### config.mk
export PLATFORM = sky130hd
export DESIGN_NAME = cell_screen
export DESIGN_NICKNAME = d
export VERILOG_FILES = /design/src/rtl/cscr_pkg.sv /design/src/rtl/cscr_regs.sv /design/src/rtl/cscr_capture.sv /design/src/rtl/cscr_port_match.sv /design/src/rtl/cell_screen.sv
export SDC_FILE = /design/constraint.sdc
export NUM_CORES = 1
export LEC_CHECK = 0
export BUFFER_PORTS_ARGS = -buffer_cell sky130_fd_sc_hd__buf_2
export CORE_AREA = 2 2 239 264
export CTS_CLUSTER_DIAMETER = 30
export DETAILED_ROUTE_END_ITERATION = 8
export DIE_AREA = 0 0 241 266
export MAX_ROUTING_LAYER = met4
export PLACE_DENSITY = 0.51
export SETUP_SLACK_MARGIN = 0.2
export SLEW_MARGIN = 20
export SYNTH_ARGS = -nofsm -noshare
export SYNTH_HDL_FRONTEND = slang
export SYNTH_SLANG_ARGS = --single-unit
### constraint.sdc
create_clock -name clk -period 6.2 [get_ports clk]
set_clock_uncertainty 0.2 [all_clocks]
set_input_delay 0 -clock clk [delete_from_list [all_inputs] [get_ports clk]]
set_output_delay 0 -clock clk [all_outputs]
set_load 0.05 [all_outputs]
### src/rtl/cscr_pkg.sv
// Shared sizes for the cell header screening filter.
package cscr_pkg;
    localparam int OCTET_W       = 8;
    localparam int HDR_OCTETS    = 4;
    localparam int HDR_W         = OCTET_W * HDR_OCTETS;
    localparam int REG_W         = 16;
    localparam int REGS_PER_PORT = HDR_W / REG_W;
endpackage

### src/rtl/cscr_regs.sv
// Register file holding the per-port header value and mask words.
// Assumes: two 16-bit words per port, value block followed directly by the
// mask block; earlier octet sits in the upper byte of each word.
module cscr_regs
    import cscr_pkg::*;
#(
    parameter int                NPORTS   = 4,
    parameter int                ADDR_W   = 8,
    parameter logic [ADDR_W-1:0] VAL_BASE = 8'h15
) (
    input  logic                    clk,
    input  logic                    rst_n,
    input  logic                    wr_en,
    input  logic [ADDR_W-1:0]       addr,
    input  logic [REG_W-1:0]        wdata,
    output logic [REG_W-1:0]        rdata,
    output logic [NPORTS*HDR_W-1:0] val_flat,
    output logic [NPORTS*HDR_W-1:0] msk_flat
);
    localparam int                NREG     = NPORTS * REGS_PER_PORT;
    localparam logic [ADDR_W-1:0] MSK_BASE = VAL_BASE + ADDR_W'(NREG);

    logic [REG_W-1:0] val_r [NREG];
    logic [REG_W-1:0] msk_r [NREG];
    logic [NREG-1:0]  val_sel, msk_sel;

    for (genvar i = 0; i < NREG; i++) begin : g_reg
        assign val_sel[i] = (addr == VAL_BASE + ADDR_W'(i));
        assign msk_sel[i] = (addr == MSK_BASE + ADDR_W'(i));

        // Hold one value word and one mask word; reset to match-everything.
        always_ff @(posedge clk) begin
            if (!rst_n) begin
                val_r[i] <= '0;
                msk_r[i] <= '1;
            end else if (wr_en) begin
                if (val_sel[i]) val_r[i] <= wdata;
                if (msk_sel[i]) msk_r[i] <= wdata;
            end
        end
    end

    for (genvar p = 0; p < NPORTS; p++) begin : g_flat
        assign val_flat[p*HDR_W +: HDR_W] = {val_r[2*p], val_r[2*p+1]};
        assign msk_flat[p*HDR_W +: HDR_W] = {msk_r[2*p], msk_r[2*p+1]};
    end

    // Read mux: OR of the selected words, zero when nothing is selected.
    always_comb begin
        rdata = '0;
        for (int i = 0; i < NREG; i++) begin
            if (val_sel[i]) rdata = rdata | val_r[i];
            if (msk_sel[i]) rdata = rdata | msk_r[i];
        end
    end

    // Guard: an address that hits no register must read as zero.
    always_comb begin
        if (rst_n && (val_sel == '0) && (msk_sel == '0))
            a_r3_unmapped_zero: assert (rdata == '0);
    end
endmodule

### src/rtl/cscr_capture.sv
// Collects header octets 1..3 and flags the cycle in which octet 4 is on the bus.
// Assumes: rx_soc is only looked at when rx_vld is high; bytes after octet 4
// are ignored until the next start-of-cell.
module cscr_capture
    import cscr_pkg::*;
(
    input  logic               clk,
    input  logic               rst_n,
    input  logic [OCTET_W-1:0] byte_in,
    input  logic               byte_vld,
    input  logic               soc,
    output logic [HDR_W-1:0]   hdr_word,
    output logic               cell_start,
    output logic               hdr_last
);
    localparam int               CNT_W = $clog2(HDR_OCTETS);
    localparam logic [CNT_W-1:0] LAST  = CNT_W'(HDR_OCTETS - 1);

    logic [OCTET_W-1:0] oct_r [HDR_OCTETS-1];
    logic [CNT_W-1:0]   cnt;
    logic               active;

    assign cell_start = byte_vld && soc;
    assign hdr_last   = byte_vld && !soc && active && (cnt == LAST);

    // Track the position inside the header; restart on every start-of-cell.
    always_ff @(posedge clk) begin
        if (!rst_n) begin
            cnt    <= '0;
            active <= 1'b0;
        end else if (cell_start) begin
            cnt    <= CNT_W'(1);
            active <= 1'b1;
        end else if (byte_vld && active) begin
            if (cnt == LAST) active <= 1'b0;
            else             cnt    <= cnt + CNT_W'(1);
        end
    end

    // Store octet 1 on start-of-cell.
    always_ff @(posedge clk) begin
        if (cell_start) oct_r[0] <= byte_in;
    end

    for (genvar k = 1; k < HDR_OCTETS - 1; k++) begin : g_oct
        // Store the middle octet k when its turn comes.
        always_ff @(posedge clk) begin
            if (byte_vld && !soc && active && (cnt == CNT_W'(k)))
                oct_r[k] <= byte_in;
        end
    end

    for (genvar k = 0; k < HDR_OCTETS - 1; k++) begin : g_word
        assign hdr_word[HDR_W-1-k*OCTET_W -: OCTET_W] = oct_r[k];
    end
    assign hdr_word[OCTET_W-1:0] = byte_in;

    a_r9_restart: assert property (@(posedge clk) disable iff (!rst_n)
        cell_start |=> (active && cnt == CNT_W'(1)));
    a_r8_done_after_last: assert property (@(posedge clk) disable iff (!rst_n)
        hdr_last |=> !active);
    a_r11_idle_holds: assert property (@(posedge clk) disable iff (!rst_n)
        !byte_vld |=> ($stable(cnt) && $stable(active)));
endmodule

### src/rtl/cscr_port_match.sv
// One port's screen: the header passes when every unmasked bit equals the value.
// Assumes: mask bit 1 means don't care.
module cscr_port_match
    import cscr_pkg::*;
(
    input  logic [HDR_W-1:0] hdr,
    input  logic [HDR_W-1:0] val,
    input  logic [HDR_W-1:0] msk,
    output logic             hit
);
    assign hit = ~|((hdr ^ val) & ~msk);

    // Guard the two limiting mask settings.
    always_comb begin
        if (&msk) a_r7_all_ones_pass: assert (hit);
        if (msk == '0) a_r4_exact: assert (hit == (hdr == val));
    end
endmodule

### src/rtl/cell_screen.sv
// Top of the header screening filter: register file, header capture, a
// settings copy taken at octet 1, one matcher per port and the result register.
// Assumes: one byte per clock when rx_vld is high; the result appears one
// cycle after octet 4.
module cell_screen
    import cscr_pkg::*;
#(
    parameter int                NPORTS   = 4,
    parameter int                ADDR_W   = 8,
    parameter logic [ADDR_W-1:0] VAL_BASE = 8'h15
) (
    input  logic               clk,
    input  logic               rst_n,
    input  logic               reg_we,
    input  logic [ADDR_W-1:0]  reg_addr,
    input  logic [REG_W-1:0]   reg_wdata,
    output logic [REG_W-1:0]   reg_rdata,
    input  logic [OCTET_W-1:0] rx_byte,
    input  logic               rx_vld,
    input  logic               rx_soc,
    output logic [NPORTS-1:0]  accept_map,
    output logic               accept_vld
);
    localparam int FLAT_W = NPORTS * HDR_W;

    logic [FLAT_W-1:0] val_flat, msk_flat, snap_val, snap_msk;
    logic [HDR_W-1:0]  hdr_word;
    logic              cell_start, hdr_last;
    logic [NPORTS-1:0] hit_vec;

    cscr_regs #(.NPORTS(NPORTS), .ADDR_W(ADDR_W), .VAL_BASE(VAL_BASE)) u_regs (
        .clk(clk), .rst_n(rst_n), .wr_en(reg_we), .addr(reg_addr),
        .wdata(reg_wdata), .rdata(reg_rdata),
        .val_flat(val_flat), .msk_flat(msk_flat)
    );

    cscr_capture u_cap (
        .clk(clk), .rst_n(rst_n), .byte_in(rx_byte), .byte_vld(rx_vld),
        .soc(rx_soc), .hdr_word(hdr_word), .cell_start(cell_start),
        .hdr_last(hdr_last)
    );

    // Copy the filter settings when octet 1 arrives so the cell sees one set.
    always_ff @(posedge clk) begin
        if (!rst_n) begin
            snap_val <= '0;
            snap_msk <= '1;
        end else if (cell_start) begin
            snap_val <= val_flat;
            snap_msk <= msk_flat;
        end
    end

    for (genvar p = 0; p < NPORTS; p++) begin : g_port
        cscr_port_match u_m (
            .hdr(hdr_word),
            .val(snap_val[p*HDR_W +: HDR_W]),
            .msk(snap_msk[p*HDR_W +: HDR_W]),
            .hit(hit_vec[p])
        );
    end

    // Register the verdicts and the strobe on the octet-4 edge.
    always_ff @(posedge clk) begin
        if (!rst_n) begin
            accept_vld <= 1'b0;
            accept_map <= '0;
        end else begin
            accept_vld <= hdr_last;
            if (hdr_last) accept_map <= hit_vec;
        end
    end

    a_r8_single_pulse: assert property (@(posedge clk) disable iff (!rst_n)
        accept_vld |=> !accept_vld);
    a_r8_follows_byte: assert property (@(posedge clk) disable iff (!rst_n)
        accept_vld |-> $past(rx_vld && !rx_soc));
    a_r10_copy_holds: assert property (@(posedge clk) disable iff (!rst_n)
        !cell_start |=> ($stable(snap_val) && $stable(snap_msk)));
    a_r9_no_result_on_soc: assert property (@(posedge clk) disable iff (!rst_n)
        cell_start |=> !accept_vld);
endmodule

After elaboration in Yosys (flattened, before gate mapping)
Memory sizes are Yosys's and may differ from the RTL's.
Cells that the tools add are included.
Widths: inputs -> output; s select.

operators by class
  add/sub/neg operators = 1
  equality and inequality tests = 20
  muxes and demuxes = 115
  bitwise logic cells = 45
  reductions and logical operators = 24

operators with widths
  cell                 count
  $mux 16              32
  $or 16x16->16        15
  $and 32x32->32       4
  $not 32->32          4
  $reduce_or 32->1     4
  $xor 32x32->32       4
  $eq 8x5->1 const B   11
  $mux 1               79
  $eq 8x6->1 const B   5
  $mux 8               2
  $or 1x1->1           16
  $reduce_or 8->1      2
  $logic_and 1x1->1    7
  $reduce_and 2->1     3
  $logic_not 1->1      5
  $eq 2x2->1 const B   2
  $mux 2               2
  $reduce_bool 2->1    2
  $add 2x1->2 const B  1
  $eq 2x1->1 const B   1
  $ne 2x2->1 const B   1
  $not 1->1            2
  $reduce_or 2->1      1

storage, ports and cells
  bits in registers = 264
  RAM bits = 280
  output and inout bits = 21
  word-level logic and storage cells = 215
  memories kept = 3

memories
  memory        words  width  read ports  clocked after Yosys merged registers in  write ports  line                RTL
  u_regs.msk_r  8      16     8           0                                        8            cscr_regs.sv:24     logic [REG_W-1:0] msk_r [NREG];
  u_regs.val_r  8      16     8           0                                        8            cscr_regs.sv:23     logic [REG_W-1:0] val_r [NREG];
  u_cap.oct_r   3      8      3           0                                        1            cscr_capture.sv:19  logic [OCTET_W-1:0] oct_r [HDR_OCTETS-1];

Depth between registers and ports, before layout
  depth after elaboration = 32
  gate-level depth with buffers = 8
  depth with buffers taken out = 5

By module
Synthesis repeated with hierarchy kept, for this count alone.

unflattened totals
  cell total of the unflattened synthesis = 2040
  area total of the unflattened synthesis = 24407.2 µm²

by module, submodules not included
  module           instances  cells an instance  area an instance (µm²)  seq. area each (µm²)
  cscr_regs        1          932                12077.8                 7687.4
  cell_screen      1          841                9696.8                  5225.0
  cscr_port_match  4          53                 414.1                   0.0
  cscr_capture     1          55                 975.9                   780.7

Worst setup path after synthesis
No wires, ideal clock.

  path kind = input to register
  start = input port reg_addr[4]
  end = memory u_regs.msk_r[3][0] (netlist: u_regs.msk_r[0][48]) (enable)
  data arrival time = 2.411 ns
  required time = 5.589 ns
  setup slack = 3.178 ns
  cell stages on the path = 5
  path through = or4b_4 nor3_2 clkbuf_1 nand2_1 o21ai_0

RTL lines
  item                line               RTL
  start: declaration  cell_screen.sv:15  input logic [ADDR_W-1:0] reg_addr,
  end: declaration    cscr_regs.sv:24

Worst setup path in the final report
  start = input port reg_addr[1]
  end = output port reg_rdata[7]

between the ends
  longest elaborated chain between the ends = 32
  elaborated cells on any way between the ends = 47
  those cells by class = eq/ne: 16; mux: 16; bitwise: 15

RTL lines
  item              line               RTL
  $eq 8x5->1        cscr_regs.sv:28    assign val_sel[i] = (addr == VAL_BASE + ADDR_W'(i));
  $mux 16           cscr_regs.sv:52    if (val_sel[i]) rdata = rdata | val_r[i];
  $or 16x16->16     cscr_regs.sv:53    if (msk_sel[i]) rdata = rdata | msk_r[i];
  $mux 16           cscr_regs.sv:53
  $or 16x16->16     cscr_regs.sv:52
  $mux 16           cscr_regs.sv:52
  $or 16x16->16     cscr_regs.sv:53
  $mux 16           cscr_regs.sv:53
  (+16 left out)    n/a
  $or 16x16->16     cscr_regs.sv:52
  $mux 16           cscr_regs.sv:52
  $or 16x16->16     cscr_regs.sv:53
  $mux 16           cscr_regs.sv:53
  $or 16x16->16     cscr_regs.sv:52
  $mux 16           cscr_regs.sv:52
  $or 16x16->16     cscr_regs.sv:53
  $mux 16 *         cscr_regs.sv:53
  end: declaration  cell_screen.sv:17  output logic [REG_W-1:0] reg_rdata,

Mark *: on every way between the ends. The rest lies on a longest branch, timed or not.

==> impl_metrics.toml <==
[global_routing]
grt_pass1_wl_um = 137600
gr-total-overflow = 0
grt_pass1_vias = 17830
antenna_found_initial = 11
grt_max_degree = 147
grtUsageTotal_pct = 31.90

[clocking]
cts_tree = "yes"
post_cts_resized = 0
clk_pin_slew_ns = 0.04
cts_root_buffer = "clkbuf_16"
clkSinkCount = 544
cts_buffers = 119
clockBufferDepth = 3
hold_buffers = 29
cts_setup_buffers = 0
insertion_delay_ns = 0.66
cts.htree.levels = 3

[pwr]
p_int_mw = 9.258
finalPower_mw = 12.09
powerDensity_mw_per_mm2 = 407.9
clkPwrFrac_pct = 59.7
combPwrFrac_pct = 5.7
pwr-share-seq_pct = 34.6
vdd_drop_max_uv = 275.5
p_sw_share_pct = 23.44
switching_power_mw = 2.834
p_leak_nw = 10.97

[logic_synthesis]
syn-num-nets = 2354
syn-cell-area_mm2 = 0.02375
ys_async_sr_fraction_pct = 0
synth-edff-count = 280
synth_top_flop_cell = "edfxtp_1"
ys_seq_area_share_pct = 57.65
synth_warnings = 0
synthTopCellsByArea = "edfxtp_1 35%, dfxtp_1 22%, nand2_1 8.8%"
syn_inst = 2314
synth_top_cell_area_share_pct = 35.40
syn_avg_cell_area_um2 = 10.26
synthDistinctLibCells = 61
synth-seq-cells = 544
yosys.area.top_type = "edfxtp_1"

[run]
cap_violations = 0

[layout]
area_delta_synth_final_pct = 24.81
layout-drive-gt1-share_pct = 17.21
fin_nets = 2398

[route]
antenna_left = 0
post_drt_wl_per_cell_um = 30.01
drtIter0Drc = 2790
drc = 0
drt_wl_total_um = 99040
num_vias = 18950
vias_per_cell = 5.743
first_pass_iters = 5

[placement]
place.gp.congestion = 0.9820
dp_hpwl_um = 68560
io_buffers = 57
dpl_worst_slack_ns = 2.483

[floorplan]
die_y_um = 266
core-area_mm2 = 0.06174
boundaryPins = 58
fp.dieW_um = 241
initial_core_util_pct = 38.47
fp-row-count = 96
dieArea_mm2 = 0.06411

[sta]
maxSlewViolCount = 0
holdWs_ns = 0.09677
rsz0062_at_grt = "false"
period_share_pct = 59.96
fmax_mhz = 269.0
worstMarginPinSlew_ns = 1.119
hold_violations = 0
finalCriticalPeriod_ns = 3.717
setup_viol = 0
finalWorstSetupSlack_ns = 2.483
setup_tns_ns = 0
timing.slew.headroom_pct = 24.71

[setup_path]
crit_type = "in -> out"
cp-start-kind = "input port"
worstSetupEndpointType = "primary output"
crit_fanout = 23
cp.arrival_ns = 3.52
worstPathRequired_ns = 6.00

[hold_path]
min_path_type = "in -> reg"

[run_status]
status = "finished, final reports clean"
## critical path: stages
cell and delay (ns):
buf_2 0.53, buf_4 0.46, nor2b_1 0.22, nand2_1 0.81, nor2_1 0.30, a22o_1 0.30
or4_1 0.59, buf_2 0.27
## path summary, 6_finish.rpt
| kind | start | end | cells past startpoint | slack [ns] |
|---|---|---|---|---|
| min | rx_byte[0] | u_cap.oct_r[0][8] | 2 | 0.1 |
| max reg2reg | u_cap.oct_r[0][2] | accept_map[2] | 5 | 3.24 |
| max | reg_addr[1] | reg_rdata[7] | 8 | 2.48 |
| min reg2reg | snap_msk[48] | snap_msk[48] | 2 | 0.26 |
## routing by layer
metal / share of wire (%) / vias to the layer above / GRT usage, %
li1: - / 8182 / -
met1: 42 / 9526 / 43.16
met2: 45 / 1062 / 47.21
met3: 9.5 / 182 / 6.051
met4: 4.0 / 0 / 12.58
met5: 0 / - / -
## cell families (layout without fill, tap and decap cells)
family / after synthesis / after routing / synth area share, %
and+or+nand+nor: 1062 / 1062 / 21.52
AOI/OAI and AO/OA: 333 / 333 / 10.02
DFF: 544 / 544 / 57.65
buffers and inverters: 204 / 354 / 3.424
xor gates and xnor gates: 129 / 129 / 4.757
adders and majority gates: 3 / 3 / 0.1581
muxes: 39 / 39 / 2.471
other: 0 / 3 / 0
## metrics by stage
step                cell area (µm²)  util, %  cells
floorplan                     23750        -   2314
global placement              24690    39.98   3041
detailed placement            24710    40.02   3041
CTS                           29630    47.99   3297
global route                  29640    48.01   3299
finish                        29640    48.02   3300
## placed cells by master, fill, tap and decap left out, types with 10 or more instances in the layout
| master | count |
|---|---|
| a21oi_1 | 13 |
| or2_1 | 34 |
| clkinv_2 | 16 |
| clkbuf_16 | 129 |
| dfxtp_1 | 264 |
| nand3_1 | 150 |
| nand2_1 | 558 |
| nor2_1 | 16 |
| buf_4 | 34 |
| mux4_2 | 14 |
| and2_1 | 101 |
| clkbuf_8 | 16 |
| buf_2 | 56 |
| mux2_2 | 17 |
| dlygate4sd3_1 | 29 |
| o22ai_1 | 73 |
| and3_1 | 38 |
| bufinv_16 | 27 |
| a22oi_1 | 40 |
| nor4_1 | 11 |
| a22o_1 | 10 |
| edfxtp_1 | 280 |
| a21boi_0 | 133 |
| or3_1 | 53 |
| o21ai_0 | 16 |
| clkinvlp_4 | 12 |
| inv_6 | 10 |
| or2_2 | 47 |
| xnor2_1 | 129 |
## power groups by stage
stage          registers [mW]  clock network (mW)  logic (mW)
2_1_floorplan            4.12                   0       0.406
3_3_place_gp             4.23                   0       0.658
3_5_place_dp             4.23                   0       0.665
4_1_cts                  4.17                7.26       0.682
5_1_grt                  4.18                7.45       0.727
6_report                 4.18                7.22       0.691
## sequential cells by signal (all words and copies together), names as in the netlist
register	cells
u_cap.active	1
u_cap.oct_r	24
snap_val	128
accept_map	4
u_regs.val_r	128
u_regs.msk_r	128
accept_vld	1
u_cap.cnt	2
snap_msk	128
## synth_stat cells (all sizes together), types with 9 or more instances
cell type  number
buf            37
and3           38
a22o           10
o22ai          73
mux2           17
or3            53
edfxtp        280
o21ai          26
nor2           22
a21boi        133
nand3         150
a22oi          40
nor3            9
or2            81
nand2         561
nor4           12
dfxtp         264
a21oi          13
mux4           14
and2          101
xnor2         129
clkbuf        162
## final cells by class
cell class                      count  area [µm²]
Antenna cell                        3       7.507
Clock buffer                      148        3450
Clock inverter                     79        1184
Fill cell                        5738       32090
Inverter                            5       26.28
Multi-Input combinational cell   1566        9363
Sequential cell                   544       13690
Tap cell                          833        1042
Timing Repair Buffer              122       879.6
(Power assumes the default switching activity.)
